<file path="config.mk">
export PLATFORM = sky130hd
export DESIGN_NAME = record_lane_distributor
export DESIGN_NICKNAME = d
export VERILOG_FILES = /design/src/rtl/rld_pkg.sv /design/src/rtl/rld_sequencer.sv /design/src/rtl/rld_lane_reg.sv /design/src/rtl/record_lane_distributor.sv
export SDC_FILE = /design/constraint.sdc
export NUM_CORES = 1
export LEC_CHECK = 0
export BUFFER_PORTS_ARGS = -buffer_cell sky130_fd_sc_hd__buf_4
export CORE_AREA = 2 2 505 507
export CTS_BUF_LIST = sky130_fd_sc_hd__clkbuf_2
export CTS_CLUSTER_DIAMETER = 100
export DETAILED_ROUTE_END_ITERATION = 8
export DIE_AREA = 0 0 507 509
export HOLD_SLACK_MARGIN = 0.1
export PLACE_DENSITY = 0.32
export SYNTH_ARGS = -nofsm -noshare
export SYNTH_HDL_FRONTEND = slang
export SYNTH_HIERARCHICAL = 1
export SYNTH_SLANG_ARGS = --single-unit
</file>
<file path="constraint.sdc">
create_clock -name clk -period 10.2 [get_ports clk]
set_clock_uncertainty 0.15 [all_clocks]
set_input_delay 0.51 -clock clk [delete_from_list [all_inputs] [get_ports clk]]
set_output_delay 0.51 -clock clk [all_outputs]
set_load 0.02 [all_outputs]
</file>
<file path="src/rtl/rld_pkg.sv">
package rld_pkg;
  typedef enum logic {
    PLACE_BLOCKED     = 1'b0,
    PLACE_INTERLEAVED = 1'b1
  } place_mode_e;

  function automatic int lane_bits(input int n);
    return (n > 1) ? $clog2(n) : 1;
  endfunction
endpackage

</file>
<file path="src/rtl/rld_sequencer.sv">
module rld_sequencer
  import rld_pkg::*;
#(
  parameter int NUM_LANES = 16,
  parameter int ADDR_W    = 8,
  parameter int LEN_W     = 16,
  parameter int LANE_W    = 4
) (
  input  logic                 clk,
  input  logic                 rst,
  input  logic                 start,
  input  logic                 mode,
  input  logic [LEN_W-1:0]     stream_len,
  input  logic [ADDR_W-1:0]    run_len,
  input  logic                 in_valid,
  input  logic [NUM_LANES-1:0] lane_free,
  output logic                 in_ready,
  output logic                 accept,
  output logic [LANE_W-1:0]    lane_sel,
  output logic [ADDR_W-1:0]    lane_wr_addr,
  output logic                 busy,
  output logic                 done
);
  localparam logic [LANE_W-1:0] LAST_LANE = LANE_W'(NUM_LANES - 1);

  logic              active_q;
  place_mode_e       mode_q;
  logic [LEN_W-1:0]  len_q;
  logic [LEN_W-1:0]  cnt_q;
  logic [ADDR_W-1:0] run_q;
  logic [LANE_W-1:0] lane_q;
  logic [ADDR_W-1:0] addr_q;
  logic              done_q;
  logic              last_rec;
  logic [LANE_W-1:0] lane_inc;

  assign in_ready     = active_q && lane_free[lane_q];
  assign accept       = in_ready && in_valid;
  assign last_rec     = (cnt_q == len_q - LEN_W'(1));
  assign lane_inc     = (lane_q == LAST_LANE) ? '0 : lane_q + LANE_W'(1);
  assign lane_sel     = lane_q;
  assign lane_wr_addr = addr_q;
  assign busy         = active_q;
  assign done         = done_q;

  always_ff @(posedge clk) begin
    if (rst) begin
      active_q <= 1'b0;
      mode_q   <= PLACE_BLOCKED;
      len_q    <= '0;
      cnt_q    <= '0;
      run_q    <= ADDR_W'(1);
      lane_q   <= '0;
      addr_q   <= '0;
      done_q   <= 1'b0;
    end else if (start && !active_q) begin
      active_q <= (stream_len != '0);
      mode_q   <= place_mode_e'(mode);
      len_q    <= stream_len;
      run_q    <= (run_len == '0) ? ADDR_W'(1) : run_len;
      cnt_q    <= '0;
      lane_q   <= '0;
      addr_q   <= '0;
      done_q   <= (stream_len == '0);
    end else begin
      done_q <= accept && last_rec;
      if (accept) begin
        cnt_q <= cnt_q + LEN_W'(1);
        if (last_rec) active_q <= 1'b0;
        if (mode_q == PLACE_BLOCKED) begin
          if (addr_q == run_q - ADDR_W'(1)) begin
            addr_q <= '0;
            lane_q <= lane_inc;
          end else begin
            addr_q <= addr_q + ADDR_W'(1);
          end
        end else begin
          lane_q <= lane_inc;
          if (lane_q == LAST_LANE) addr_q <= addr_q + ADDR_W'(1);
        end
      end
    end
  end

  // a blocked run never runs past its programmed length
  p_blocked_addr_bound_r2: assert property (@(posedge clk) disable iff (rst)
    (active_q && mode_q == PLACE_BLOCKED) |-> (addr_q < run_q));

  // latched stream parameters do not move while a stream runs
  p_params_frozen_r4: assert property (@(posedge clk) disable iff (rst)
    (active_q && !(accept && last_rec)) |=> ($stable(mode_q) && $stable(len_q) && $stable(run_q)));

  // final acceptance is followed by the done pulse
  p_done_after_last_r6: assert property (@(posedge clk) disable iff (rst)
    (accept && last_rec) |=> (done_q && !active_q));
endmodule

</file>
<file path="src/rtl/rld_lane_reg.sv">
module rld_lane_reg #(
  parameter int REC_W  = 64,
  parameter int ADDR_W = 8
) (
  input  logic              clk,
  input  logic              rst,
  input  logic              load,
  input  logic [REC_W-1:0]  load_data,
  input  logic [ADDR_W-1:0] load_addr,
  input  logic              ready,
  output logic              free,
  output logic              valid,
  output logic [REC_W-1:0]  data,
  output logic [ADDR_W-1:0] addr
);
  logic              valid_q;
  logic [REC_W-1:0]  data_q;
  logic [ADDR_W-1:0] addr_q;

  assign free  = !valid_q || ready;
  assign valid = valid_q;
  assign data  = data_q;
  assign addr  = addr_q;

  always_ff @(posedge clk) begin
    if (rst) begin
      valid_q <= 1'b0;
    end else if (load) begin
      valid_q <= 1'b1;
    end else if (ready) begin
      valid_q <= 1'b0;
    end
  end

  always_ff @(posedge clk) begin
    if (load) begin
      data_q <= load_data;
      addr_q <= load_addr;
    end
  end

  // an untaken record is held unchanged
  p_hold_stable_r5: assert property (@(posedge clk) disable iff (rst)
    (valid_q && !ready) |=> (valid_q && $stable(data_q) && $stable(addr_q)));

  // a new record never lands on one still waiting
  p_no_overwrite_r5: assert property (@(posedge clk) disable iff (rst)
    load |-> (!valid_q || ready));
endmodule

</file>
<file path="src/rtl/record_lane_distributor.sv">
module record_lane_distributor
  import rld_pkg::*;
#(
  parameter int NUM_LANES = 16,
  parameter int REC_W     = 64,
  parameter int ADDR_W    = 8,
  parameter int LEN_W     = 16
) (
  input  logic                        clk,
  input  logic                        rst,
  input  logic                        start,
  input  logic                        mode,
  input  logic [LEN_W-1:0]            stream_len,
  input  logic [ADDR_W-1:0]           run_len,
  input  logic                        in_valid,
  input  logic [REC_W-1:0]            in_data,
  output logic                        in_ready,
  output logic [NUM_LANES-1:0]        lane_valid,
  output logic [NUM_LANES*REC_W-1:0]  lane_data,
  output logic [NUM_LANES*ADDR_W-1:0] lane_addr,
  input  logic [NUM_LANES-1:0]        lane_ready,
  output logic                        busy,
  output logic                        done
);
  localparam int LANE_W = lane_bits(NUM_LANES);

  logic [NUM_LANES-1:0] lane_free;
  logic [NUM_LANES-1:0] lane_load;
  logic                 accept;
  logic [LANE_W-1:0]    lane_sel;
  logic [ADDR_W-1:0]    wr_addr;

  rld_sequencer #(
    .NUM_LANES(NUM_LANES), .ADDR_W(ADDR_W), .LEN_W(LEN_W), .LANE_W(LANE_W)
  ) u_seq (
    .clk(clk), .rst(rst), .start(start), .mode(mode),
    .stream_len(stream_len), .run_len(run_len), .in_valid(in_valid),
    .lane_free(lane_free), .in_ready(in_ready), .accept(accept),
    .lane_sel(lane_sel), .lane_wr_addr(wr_addr), .busy(busy), .done(done)
  );

  for (genvar i = 0; i < NUM_LANES; i++) begin : g_lane
    assign lane_load[i] = accept && (lane_sel == LANE_W'(i));

    rld_lane_reg #(.REC_W(REC_W), .ADDR_W(ADDR_W)) u_reg (
      .clk(clk), .rst(rst), .load(lane_load[i]),
      .load_data(in_data), .load_addr(wr_addr), .ready(lane_ready[i]),
      .free(lane_free[i]), .valid(lane_valid[i]),
      .data(lane_data[i*REC_W +: REC_W]),
      .addr(lane_addr[i*ADDR_W +: ADDR_W])
    );
  end

  // at most one lane takes each accepted record
  p_one_load_r1: assert property (@(posedge clk) disable iff (rst)
    $onehot0(lane_load));

  // no input acceptance while idle
  p_idle_quiet_r7: assert property (@(posedge clk) disable iff (rst)
    !busy |-> !accept);
endmodule

</file>
==> results of run 1 <==
-- cell usage after synthesis (all sizes together) (9+ instances only) --
cell / instances / area share (%)
nor4: 11 / 0.26
nand3: 19 / 0.25
nor2: 34 / 0.34
o21ai: 13 / 0.17
and3: 9 / 0.15
edfxtp: 1152 / 90
xnor2: 23 / 0.52
dfxtp: 71 / 3.7
nand2b: 19 / 0.62
inv: 26 / 0.25
xor2: 26 / 0.59
a22o: 20 / 0.46
nor3: 10 / 0.14
clkbuf: 9 / 0.088
a21oi: 31 / 0.56
nand2: 27 / 0.26
-- flip-flops by register name (all words and copies together) (netlist names), 4 cells and up --
register / count
u_seq/cnt_q: 16
g_lane.u_reg/addr: 128
u_seq/lane_wr_addr: 8
g_lane.u_reg/data: 1024
g_lane.u_reg/valid: 16
u_seq/run_q: 8
u_seq/lane_sel: 4
u_seq/len_q: 16
-- power breakdown --
part	switching [W]	total [W]	internal [W]
clock	0.00217	0.00363	0.00146
combinational	0.000235	0.000404	0.000169
sequential	0.0000169	0.00551	0.00550
total	0.00243	0.00955	0.00713
-- layout make-up --
type | count | area, um2
Clock buffer | 524 | 2620
Fill cell | 26800 | 194000
Sequential cell | 1223 | 36000
Timing Repair Buffer | 1638 | 13300
Multi-Input combinational cell | 326 | 2490
Inverter | 26 | 97.6
Clock inverter | 76 | 430
Tap cell | 3366 | 4210
Antenna cell | 17 | 42.5
-- layer usage --
layer  share of wire, %  wire length, um  track usage (%)
met5              0.075              132                0
met4                2.2             3830             3.59
met3                 11            19000             5.97
met2                 49            85900             22.0
met1                 38            66600             14.4
-- logic make-up after synthesis --
kind of cell             Yosys count  synth area share [%]
AND/OR/NAND/NOR                  173                  2.87
XOR/XNOR                          49                  1.11
adder cells (fa/ha/maj)            5                 0.162
flip-flops                      1223                  93.4
buffers and inverters             39                 0.415
multiplexers                       9                 0.279
AO/OA/AOI/OAI                     90                  1.75
-- worst max-delay path, stage by stage (launching register included) --
cell           delay (ps)
dfxtp_1               940
mux2i_1               200
a221o_1               380
o22ai_1               300
and2_1                170
buf_4                 260
nand3b_1              320
nor2_4                160
buf_4                 540
buf_4                 670
inv_1                 120
a21oi_2               140
dlygate4sd3_1         550
-- metrics by stage --
step | utilization (%) | std cells
2_1_floorplan | - | 1588
3_3_place_gp | 20.9 | 6257
3_5_place_dp | 20.9 | 6257
4_1_cts | 23.4 | 7179
5_1_grt | 23.4 | 7190
6_report | 23.4 | 7196
-- final timing paths --
kind | start | end | slack [ps] | cells after the start
max | u_seq/lane_sel[0]$_SDFFE_PP0P_ | g_lane[11].u_reg/valid$_SDFFE_PP0P_ | 5100 | 12
min | u_seq/cnt_q[7]$_SDFFE_PP0P_ | u_seq/cnt_q[7]$_SDFFE_PP0P_ | 390 | 2
max reg2reg | u_seq/lane_sel[0]$_SDFFE_PP0P_ | g_lane[11].u_reg/valid$_SDFFE_PP0P_ | 5100 | 12
min reg2reg | u_seq/cnt_q[7]$_SDFFE_PP0P_ | u_seq/cnt_q[7]$_SDFFE_PP0P_ | 390 | 2
==> results.toml, run 1 <==
[cts]
hold_buffers = 322
clk_latency_ps = 1670
tritoncts = "yes"
clock_sinks = 1223
post_cts_resized = 0
clock-root-buffer = "clkbuf_2"
cts_buffers = 357
htreeDepth = 5
path_clk_slew_ps = 100
cts_setup_buffers = 0
clock_path_buffers = 4

[sta]
period_minus_slack_ps = 5100
whs_ps = 386
slew_headroom_pct = 21.0
tns_ps = 0
worst_slew_pin_slew_ps = 1180
rsz0062_at_grt = "false"
setup_viol = 0
slew_violations = 0
fin_crit_sh_pct = 50.0
final_hold_viol_count = 0
worst_slack_ps = 5100
timing.fmax_ghz = 0.196

[placed_design]
place_ws_ps = 4890
gp_congestion = 0.731
io_buffers = 1279
dp_hpwl_um = 118000
post_dp_cell_area_um2 = 52700

[power]
power_w = 0.00955
peakVddDrop_uv = 66.4
leakage_nw = 22.0
power_density_nw_per_um2 = 161

[routing]
totalWireLength_um = 175000
wl_per_cell_um = 24.4
vias = 24200
drc = 0
drt_iter0_drc = 1492
drt-vias-per-instance = 3.36
first_pass_iters = 5
antenna_left = 0

[layout]
final_common_cell = "buf_4"
drive_gt1_share_pct = 51.0
area.growth.synth_to_final_pct = 53.6
fin_nets = 3686
mostFrequentLayoutCells = "1312 x buf_4, 1152 x edfxtp_1, 524 x clkbuf_2, 308 x dlygate4sd3_1, 70 x dfxtp_1"
stdcell_area_um2 = 59200

[yosys]
synth-main-ff-cell = "edfxtp_1"
yosysSeqAreaShare_pct = 93.4
ys_async_sr_fraction_pct = 0
yosys_warnings = 6
synth_area_um2 = 38600
synth_cells = 1588
ys_ff_latch = 1223
synth_enable_flop_cells = 1152
synth_nets = 1702
avgSynthCellArea_um2 = 24.3
synthDistinctLibCells = 63

[grt]
grt_use_total_pct = 12.9
grt_overflow_total = 0
grt_pass1_wl_um = 227000
grt_pass1_vias = 25000
antenna_found_initial = 39
grt_max_degree = 74

[critical_path]
required_ps = 11510
path_max_fanout = 38
cp-end-kind = "flip-flop"
path_class = "reg -> reg"
worstPathArrival_ps = 6410
worstSetupStartpointType = "flip-flop"

[floorplan]
start_util_pct = 15.3
die_y_um = 509
die_area_um2 = 258000
fp.dieW_um = 507
rows = 185
design.core.area_um2 = 253000
pin_count = 1280

[status]
status = "finished clean"

[worst_hold_path]
hp-class = "reg -> reg"

[run]
max_cap_violations = 0
Note: power is estimated with default switching activity, not from simulation.
==> inputs of run 2 (changes only) <==
- clock period: 10.2 -> 4.8 ns (I/O delays scaled with it)
==> results.toml, run 2 (synthesis gave the netlist of run 1 again) <==
[worst_hold_path]
worstHoldEndpoint = "u_seq/cnt_q[15]$_SDFFE_PP0P_"
holdCritStartpoint = "u_seq/cnt_q[15]$_SDFFE_PP0P_"
hp-class = "reg -> reg"
hold_depth = 2

[power]
power_frac_comb_pct = 4.5
clkPwrFrac_pct = 38.2
peakVddDrop_uv = 166
p_seq_share_pct = 57.3
leakage_nw = 22.5
p_switching_w = 0.00526
switching_share_pct = 25.7
internal_power_w = 0.0152
power_density_nw_per_um2 = 339

[sta]
slew_violations = 0
final_hold_viol_count = 0
period_minus_slack_ps = 4500
fin_crit_sh_pct = 93.8
whs_ps = 374
slew_headroom_pct = 22.3
worst_slew_pin_slew_ps = 1160
rsz0062_at_grt = "false"
setup_viol = 0
timing.fmax_ghz = 0.222

[floorplan]
fp.dieW_um = 507
die_area_um2 = 258000
design.core.area_um2 = 253000
rows = 185
start_util_pct = 15.3
pin_count = 1280
die_y_um = 509

[placed_design]
io_buffers = 1279
post_dp_cell_area_um2 = 53100
gp_congestion = 0.723
dp_hpwl_um = 118000

[cts]
cts_setup_buffers = 0
clock-root-buffer = "clkbuf_2"
clock_sinks = 1223
tritoncts = "yes"
clock_path_buffers = 4
hold_buffers = 397
clk_latency_ps = 1630
post_cts_resized = 0
path_clk_slew_ps = 90
cts_buffers = 366
htreeDepth = 5

[critical_path]
path_buf_inv = 6
path_common_cell = "dlygate4sd3_1"
worstPathArrival_ps = 5800
required_ps = 6100
reg2reg_setup_slack_ps = 300
slowest_delay_ps = 1130
r2r-start = "u_seq/busy$_SDFFE_PP0P_"
cp_cell_sequence = "or2b_2 -> dlygate4sd3_1 -> nor2_2 -> dlygate4sd3_1 -> buf_4 -> dlygate4sd3_1 -> inv_1 -> o32a_1 -> dlygate4sd3_1"
path_delay_family = "buffers and inverters"
cp-end-kind = "flip-flop"
reg2reg_to = "u_seq/run_q[0]$_SDFFE_PP1P_"
r2r_cells = 9
path_class = "reg -> reg"
path_max_fanout = 18
worstSetupStartpointType = "flip-flop"
worst_path_max_delay_cell = "dlygate4sd3_1"

[routing]
first_pass_iters = 5
antenna_left = 0
drc = 0
wl_per_cell_um = 24.0
totalWireLength_um = 175000
vias = 24500
drt-vias-per-instance = 3.36
drt_iter0_drc = 1555

[layout]
area.growth.synth_to_final_pct = 56.6
final.fill_count = 26700
regArea_um2 = 36000
fin_nets = 3782
stdcell_area_um2 = 60400
final_common_cell = "buf_4"
multi_input_area_um2 = 2510
mostFrequentLayoutCells = "1301 x buf_4, 1152 x edfxtp_1, 542 x clkbuf_2, 384 x dlygate4sd3_1, 69 x dfxtp_1"
largest_reg_flops = 1024
drive_gt1_share_pct = 50.3

[grt]
grt_pass1_vias = 25500
grt_pass1_wl_um = 228000
grt_max_degree = 44
antenna_found_initial = 21
grt_use_total_pct = 12.9
grt_overflow_total = 0

[status]
status = "finished clean"

[run]
max_cap_violations = 0
[run 2: worst max-delay path by stage]
stage / start / endpoint / slack [ps] / cells past startpoint
floorplan: u_seq/lane_sel[0]$_SDFFE_PP0P_ / g_lane[2].u_reg/addr[0]$_DFFE_PP_ / -1110 / 9
global placement: u_seq/lane_sel[2]$_SDFFE_PP0P_ / g_lane[11].u_reg/addr[2]$_DFFE_PP_ / 950 / 7
detailed placement: u_seq/lane_sel[2]$_SDFFE_PP0P_ / g_lane[11].u_reg/addr[2]$_DFFE_PP_ / 910 / 7
CTS: u_seq/busy$_SDFFE_PP0P_ / u_seq/run_q[0]$_SDFFE_PP1P_ / 350 / 9
global route: u_seq/busy$_SDFFE_PP0P_ / u_seq/run_q[0]$_SDFFE_PP1P_ / 140 / 9
finish: u_seq/busy$_SDFFE_PP0P_ / u_seq/run_q[0]$_SDFFE_PP1P_ / 300 / 9
[run 2: power by group through the flow]
stage,logic (W),registers [W],clock network [W]
after global placement,0.000667,0.0120,0
after detailed placement,0.000664,0.0120,0
after CTS,0.000938,0.0117,0.00831
after global routing,0.000982,0.0117,0.00882
final,0.000916,0.0117,0.00780
after floorplan,0.000164,0.0120,0
[run 2: final cells by class]
| cell class | instances | share of cell area, % |
|---|---|---|
| Inverter | 26 | 0.162 |
| Timing Repair Buffer | 1725 | 23.9 |
| Tap cell | 3366 | 6.98 |
| Clock inverter | 82 | 0.661 |
| Clock buffer | 542 | 4.49 |
| Sequential cell | 1223 | 59.7 |
| Antenna cell | 7 | 0.0290 |
| Multi-Input combinational cell | 326 | 4.16 |
[run 2: per-stage QoR]
stage          std cells  setup TNS, ps  utilization (%)  total power (W)  setup WS (ps)
2_1_floorplan       1588        -940950                -           0.0122          -1110
3_3_place_gp        6269              0             21.0           0.0126            948
3_5_place_dp        6269              0             21.0           0.0126            914
4_1_cts             7290              0             23.9           0.0210            353
5_1_grt             7297              0             23.9           0.0215            141
6_report            7297              0             23.9           0.0204            296
[run 2: layer usage]
metal  vias up  global-route usage (%)  part of all wire (%)  wire length [um]
met4         4                    3.72                   2.0              3540
li1      10700                       -                     -                 -
met3       264                    5.39                   9.3             16300
met5         -                       0                 0.013                23
met2      1246                    22.1                    50             87000
met1     12300                    14.7                    39             68500
[run 2: tightest hold or removal path: stages, from the launching register on]
cell,delay (ps)
dfxtp_1,350
o21ai_0,80
a21oi_1,60
